$ cat config.mk
export PLATFORM = sky130hd
export DESIGN_NAME = det_hold_filter
export DESIGN_NICKNAME = d
export VERILOG_FILES = /design/src/rtl/det_hold_pkg.sv /design/src/rtl/det_hold_sync.sv /design/src/rtl/det_hold_tick.sv /design/src/rtl/det_hold_chan.sv /design/src/rtl/det_hold_filter.sv
export SDC_FILE = /design/constraint.sdc
export NUM_CORES = 1
export LEC_CHECK = 0
export BUFFER_PORTS_ARGS = -buffer_cell sky130_fd_sc_hd__buf_2
export CORE_MARGIN = 10
export CORE_UTILIZATION = 55
export DETAILED_ROUTE_END_ITERATION = 8
export PLACE_DENSITY_LB_ADDON = 0.1
export SETUP_SLACK_MARGIN = 0.2
export SLEW_MARGIN = 20
export SYNTH_ARGS = -nofsm -noshare
export SYNTH_HDL_FRONTEND = slang
export SYNTH_SLANG_ARGS = --single-unit
$ cat constraint.sdc
create_clock -name clk -period 5.4 [get_ports clk]
set_input_delay 0 -clock clk [delete_from_list [all_inputs] [get_ports clk]]
set_output_delay 0 -clock clk [all_outputs]
set_load 0.05 [all_outputs]
$ cat src/rtl/det_hold_pkg.sv
// Package: shared sizes for the detect release debouncer.
// Assumes two channels sharing one control register of 4-bit fields.
package det_hold_pkg;
    localparam int NUM_CH  = 2;
    localparam int FIELD_W = 4;
    localparam int CTRL_W  = NUM_CH * FIELD_W;
    localparam int STEP_MS = 15;
    localparam int MAX_TICKS = ((1 << FIELD_W) - 1) * STEP_MS;
    localparam int TICK_CNT_W = $clog2(MAX_TICKS + 1);
endpackage

$ cat src/rtl/det_hold_sync.sv
// Module: multi-bit two-stage (parameterizable) synchronizer.
// Assumes each bit is an independent asynchronous level; no bus coherence.
module det_hold_sync #(
    parameter int WIDTH  = 2,
    parameter int STAGES = 2
) (
    input  logic             clk,
    input  logic             rst_n,
    input  logic [WIDTH-1:0] async_in,
    output logic [WIDTH-1:0] sync_out
);
    logic [WIDTH-1:0] stage_q [STAGES];

    // Shift the asynchronous levels through the synchronizer chain.
    always_ff @(posedge clk) begin
        if (!rst_n) begin
            for (int s = 0; s < STAGES; s++) stage_q[s] <= '0;
        end else begin
            stage_q[0] <= async_in;
            for (int s = 1; s < STAGES; s++) stage_q[s] <= stage_q[s-1];
        end
    end

    assign sync_out = stage_q[STAGES-1];
endmodule

$ cat src/rtl/det_hold_tick.sv
// Module: millisecond prescaler.
// Emits a one-cycle tick every DIV clocks while enabled; restarts its phase
// whenever the enable is low. Assumes DIV >= 1.
module det_hold_tick #(
    parameter int DIV = 250000
) (
    input  logic clk,
    input  logic rst_n,
    input  logic en,
    output logic tick
);
    localparam int CW = (DIV > 1) ? $clog2(DIV) : 1;
    localparam logic [CW-1:0] LAST = CW'(DIV - 1);

    logic [CW-1:0] div_q;

    // Count clocks modulo DIV while enabled, hold at zero otherwise.
    always_ff @(posedge clk) begin
        if (!rst_n || !en) begin
            div_q <= '0;
        end else if (div_q == LAST) begin
            div_q <= '0;
        end else begin
            div_q <= div_q + 1'b1;
        end
    end

    assign tick = en && (div_q == LAST);
endmodule

$ cat src/rtl/det_hold_chan.sv
// Module: one channel of the release debouncer.
// Rises pass straight to the status; a fall with a nonzero field holds the
// status high for field*STEP_MS ticks. A return to 1 cancels the hold.
// Assumes pin_s is already synchronous and tick is a one-cycle pulse.
module det_hold_chan
    import det_hold_pkg::*;
(
    input  logic               clk,
    input  logic               rst_n,
    input  logic               pwr_on,
    input  logic               tick,
    input  logic               pin_s,
    input  logic [FIELD_W-1:0] field,
    output logic               status
);
    localparam logic [TICK_CNT_W-1:0] STEP_W = TICK_CNT_W'(STEP_MS);

    logic                  holding_q;
    logic [TICK_CNT_W-1:0] cnt_q;
    logic [TICK_CNT_W-1:0] limit;
    logic [TICK_CNT_W-1:0] cnt_nxt;
    logic                  bypass;

    // Hold length in ticks, taken live from the current field.
    always_comb begin
        limit   = TICK_CNT_W'(field) * STEP_W;
        cnt_nxt = cnt_q + 1'b1;
        bypass  = !pwr_on || (field == '0) || pin_s;
    end

    // Status, hold flag and tick count of this channel.
    always_ff @(posedge clk) begin
        if (!rst_n) begin
            status    <= 1'b0;
            holding_q <= 1'b0;
            cnt_q     <= '0;
        end else if (bypass) begin
            status    <= pin_s;
            holding_q <= 1'b0;
            cnt_q     <= '0;
        end else if (holding_q) begin
            if (tick) begin
                if (cnt_nxt >= limit) begin
                    status    <= 1'b0;
                    holding_q <= 1'b0;
                    cnt_q     <= '0;
                end else begin
                    cnt_q <= cnt_nxt;
                end
            end
        end else if (status) begin
            holding_q <= 1'b1;
            cnt_q     <= '0;
        end
    end
endmodule

$ cat src/rtl/det_hold_filter.sv
// Module: dual-channel detect release debouncer (top).
// Synchronizes both pins, keeps the shared control register, runs one
// prescaler and one hold channel per pin, and ORs the results into irq.
// Assumes CLK_PER_MS clocks make one millisecond.
module det_hold_filter
    import det_hold_pkg::*;
#(
    parameter int CLK_PER_MS = 250000
) (
    input  logic              clk,
    input  logic              rst_n,
    input  logic              pwr_on,
    input  logic [NUM_CH-1:0] det_pin,
    input  logic              cfg_wr_en,
    input  logic [CTRL_W-1:0] cfg_wr_data,
    output logic [NUM_CH-1:0] det_status,
    output logic              irq
);
    logic [CTRL_W-1:0] ctrl_q;
    logic [NUM_CH-1:0] pin_sync;
    logic              ms_tick;

    // Control register holding both hold fields.
    always_ff @(posedge clk) begin
        if (!rst_n) begin
            ctrl_q <= '0;
        end else if (cfg_wr_en) begin
            ctrl_q <= cfg_wr_data;
        end
    end

    det_hold_sync #(.WIDTH(NUM_CH), .STAGES(2)) u_sync (
        .clk      (clk),
        .rst_n    (rst_n),
        .async_in (det_pin),
        .sync_out (pin_sync)
    );

    det_hold_tick #(.DIV(CLK_PER_MS)) u_tick (
        .clk   (clk),
        .rst_n (rst_n),
        .en    (pwr_on),
        .tick  (ms_tick)
    );

    for (genvar g = 0; g < NUM_CH; g++) begin : g_chan
        det_hold_chan u_chan (
            .clk    (clk),
            .rst_n  (rst_n),
            .pwr_on (pwr_on),
            .tick   (ms_tick),
            .pin_s  (pin_sync[g]),
            .field  (ctrl_q[g*FIELD_W +: FIELD_W]),
            .status (det_status[g])
        );
    end

    assign irq = |det_status;
endmodule

==> impl_results.md <==
- Status: finished clean
- Routed vias/inst: 5.31
- Worst skew pair latency: 300 ps
- Switching share of power: 26.8%
- Layout cells sized above 1: about 8.4%
- Die area: 0.00974 mm^2
- Avg Cell Area, Syn: 9.33 um^2
- Vias in the first global route: between 2000 and 2500
- Htree depth: 2
- Port bufs: 16
- PwrDens: 210 mW/mm^2
- CP required: 5600 ps
- Routed Antenna Nets: 0
- DP Wirelength: 4.76 mm
- # fillers: 529
- Fraction of registers with async set/reset: 0%
- Worst Setup Start Kind: flip-flop
- Clk sink count: 50
- Slew @ Worst Pin: 814 ps
- Setup bufs post-CTS: 0
- DR vias: 2475
- Flop pwr share: 48.8%
- Seq/Total Area, Yosys: 29.4%
- Layout Cells excl Fill: around 470
- Syn. warnings: 0
- Initial Utilization: ~57%
- # placed instances: about 450
- CTS tree: built
- Max Root-Sink Buffers: 2
- N_diodes: 0
- Total power: 785 uW
- Max Slew Vio Count: 0
- FF+latch count, synth: 50
- Clk slew on worst S/H paths: 90 ps
- First DRT Iteration DRCs: 80
- Syn nets: 434
- Post-synthesis cell count: 365
- I/O pins: 17
- Clock power share: 34.2%
- Design Area, Final: 0.00375 mm^2
- Worst rel slew slack: 45.3%
- First-pass GRT wire length: 11.0 mm
- Switch Pwr: 210 uW
- WL per Instance: between 10 and 15 um
- GRT overflow: 0
- Largest net degree at the start of global routing: 18
- Final setup fails: 0
- Final WL: 6.17 mm
- Crit path DAT: 4450 ps
- Die X: 98.7 um
- Post-DP Area: roughly 0.0035 mm^2
- Fin crit share: 78.8%
- Synth unique cells: 50
- Crit end category: flip-flop
- CP max stage cell: o31ai_1
- WS Path Type: reg2reg
- Hold Vio Cnt, Final: 0
- Final estimated routing congestion in global placement: 0.779
- Fmax: 0.235 GHz
- Num rows: 28
- EDFF count, synth: 0
- Clock tree root buffer cell: clkbuf_8
- Tot GR Track Use: 13.2%
- Critical Path Fanout Max: 9
- Core area: 0.00596 mm^2
- RSZ-0062 raised after global routing: false
- Chip height: 98.7 um
- Num CTS Buffers: 5
- Residual DRC: 0
- Syn-to-layout area delta: 10.1%
- Logic pwr share: 16.9%
- Setup TNS: 0 ps
- Initial antenna violation count: 0
- Max cap viols: 0
- Ys flop type: dfxtp_1
- CP max stage delay: 720 ps
- Final net count: 459
- Initial DRT Pass Iterations: 4
- Skew final: about 6.4 ps
- Internal power: 575 uW
- Type of the tightest min-delay check: in2reg
- Worst vdd ir: 0.143 mV
- Min Tclk post-route: 4260 ps
- Leak Pwr: 0.00171 uW
- Mapped Area: 0.00340 mm^2
- Worst-path cell chain: fa_1 > fa_1 > ha_1 > a21o_1 > a21oi_1 > o21bai_1 > a21oi_1 > xor2_1 > ha_1 > nand4_1 > o31ai_1 > nor3_1 > a221o_1
==> layout by cell type, fill, tap and decap left out, types with 4 or more instances in the layout <==
master and count:
dfxtp_1 50, ha_1 45, inv_1 30, nor2_1 27, nand3_1 22, xor2_1 19
a21oi_1 17, buf_2 16, xnor2_1 15, nor2b_1 14, nand2_1 12, and3_1 10
fa_1 10, dlygate4sd3_1 10, a21o_1 9, nor3_1 8, mux2i_1 8, nand2b_1 5
and2_1 5, clkbuf_8 5, nand4_1 4, a22o_1 4
==> metrics by stage <==
step	utilization, %	hold slack [ps]	setup slack (ps)
2_1_floorplan	-	127	1540
3_3_place_gp	59.3	223	1240
3_5_place_dp	59.3	222	1150
4_1_cts	62.9	15.9	1140
5_1_grt	62.9	35.6	824
6_report	62.9	21.9	1140
==> power by group through the flow <==
stage | Combinational (uW) | Sequential (uW) | Clock, uW
floorplan | 98.3 | 390 | 0
global placement | 124 | 392 | 0
detailed placement | 128 | 392 | 0
CTS | 135 | 384 | 277
global route | 154 | 385 | 292
finish | 133 | 384 | 269
==> critical path, delay by kind of cell, from the launching register on <==
family,cells,cell delay [ps]
flip-flops,1,480
XOR/XNOR,1,100
AO/OA/AOI/OAI,6,1730
AND/OR/NAND/NOR,2,270
adder cells (fa/ha/maj),4,1580
==> repair_timing <==
| item | 4_1_cts | 5_1_grt |
|---|---|---|
| hold endpoints to repair | 10 | 0 |
| resized for setup | 0 | 0 |
| hold buffers | 10 | 0 |
==> layout make-up <==
type	count	area (um^2)	share of cell area, %
Multi-Input combinational cell	277	2240	59.9
Tap cell	75	93.8	2.50
Inverter	30	113	3.01
Sequential cell	50	1000	26.7
Timing Repair Buffer	26	180	4.81
Clock buffer	5	68.8	1.84
Clock inverter	3	47.5	1.27
==> logic make-up after synthesis <==
| logic type | synth area share (%) |
|---|---|
| and+or+nand+nor | 20.7 |
| adders and majority gates | 22.4 |
| AOI/OAI and AO/OA | 11.4 |
| DFF | 29.4 |
| buffers and inverters | 4.70 |
| xor gates and xnor gates | 8.75 |
| muxes | 2.68 |
==> registers in the layout, summed over array words and instances, names as in the netlist <==
name and cells:
g_chan.u_chan.status 2, u_tick.div_q 18, ctrl_q 8, u_sync.stage_q 4
g_chan.u_chan.holding_q 2, g_chan.u_chan.cnt_q 16
==> synthesized netlist by cell type, types with 3 or more instances <==
cell,instances,area (um^2)
nor2_1,27,101
xor2_1,19,166
o21ai_0,3,15.0
and3_1,10,62.6
a21oi_1,17,85.1
a2111oi_0,3,26.3
clkbuf_1,3,11.3
nand4_1,4,25.0
nand2_1,12,45.0
and2_1,5,31.3
or3_1,3,18.8
mux2i_1,8,80.1
nand2b_1,5,31.3
a22o_1,4,35.0
xnor2_1,15,131
nor3_1,8,40.0
nor2b_1,14,87.6
dfxtp_1,50,1000
a21o_1,9,67.6
fa_1,10,200
o21a_1,3,22.5
inv_1,30,113
a32oi_1,3,26.3
ha_1,45,563
nand3_1,22,110
==> path summary, 6_finish.rpt <==
kind                                        start                                      to  slack, ps  cells past startpoint
setup / recovery           ctrl_q[6]$_SDFFE_PN0P_  g_chan[1].u_chan.cnt_q[5]$_SDFFE_PP0P_       1140                     13
hold / removal                              rst_n    g_chan[0].u_chan.status$_SDFFE_PN0P_         20                      2
setup reg to reg           ctrl_q[6]$_SDFFE_PN0P_  g_chan[1].u_chan.cnt_q[5]$_SDFFE_PP0P_       1140                     13
hold reg to reg   u_sync.stage_q[0][1]$_SDFF_PN0_         u_sync.stage_q[0][3]$_SDFF_PN0_        450                      1
==> routing by layer <==
| metal | routed length, um | vias up | share of wire (%) | GRT usage (%) |
|---|---|---|---|---|
| li1 | - | 1318 | - | - |
| met1 | 3170 | 1128 | 51 | 17.1 |
| met2 | 2750 | 22 | 45 | 21.4 |
| met3 | 157 | 7 | 2.5 | 2.86 |
| met4 | 87 | 0 | 1.4 | 3.86 |
| met5 | 0 | - | 0 | 0 |
Power figures use the tool's default switching activity.
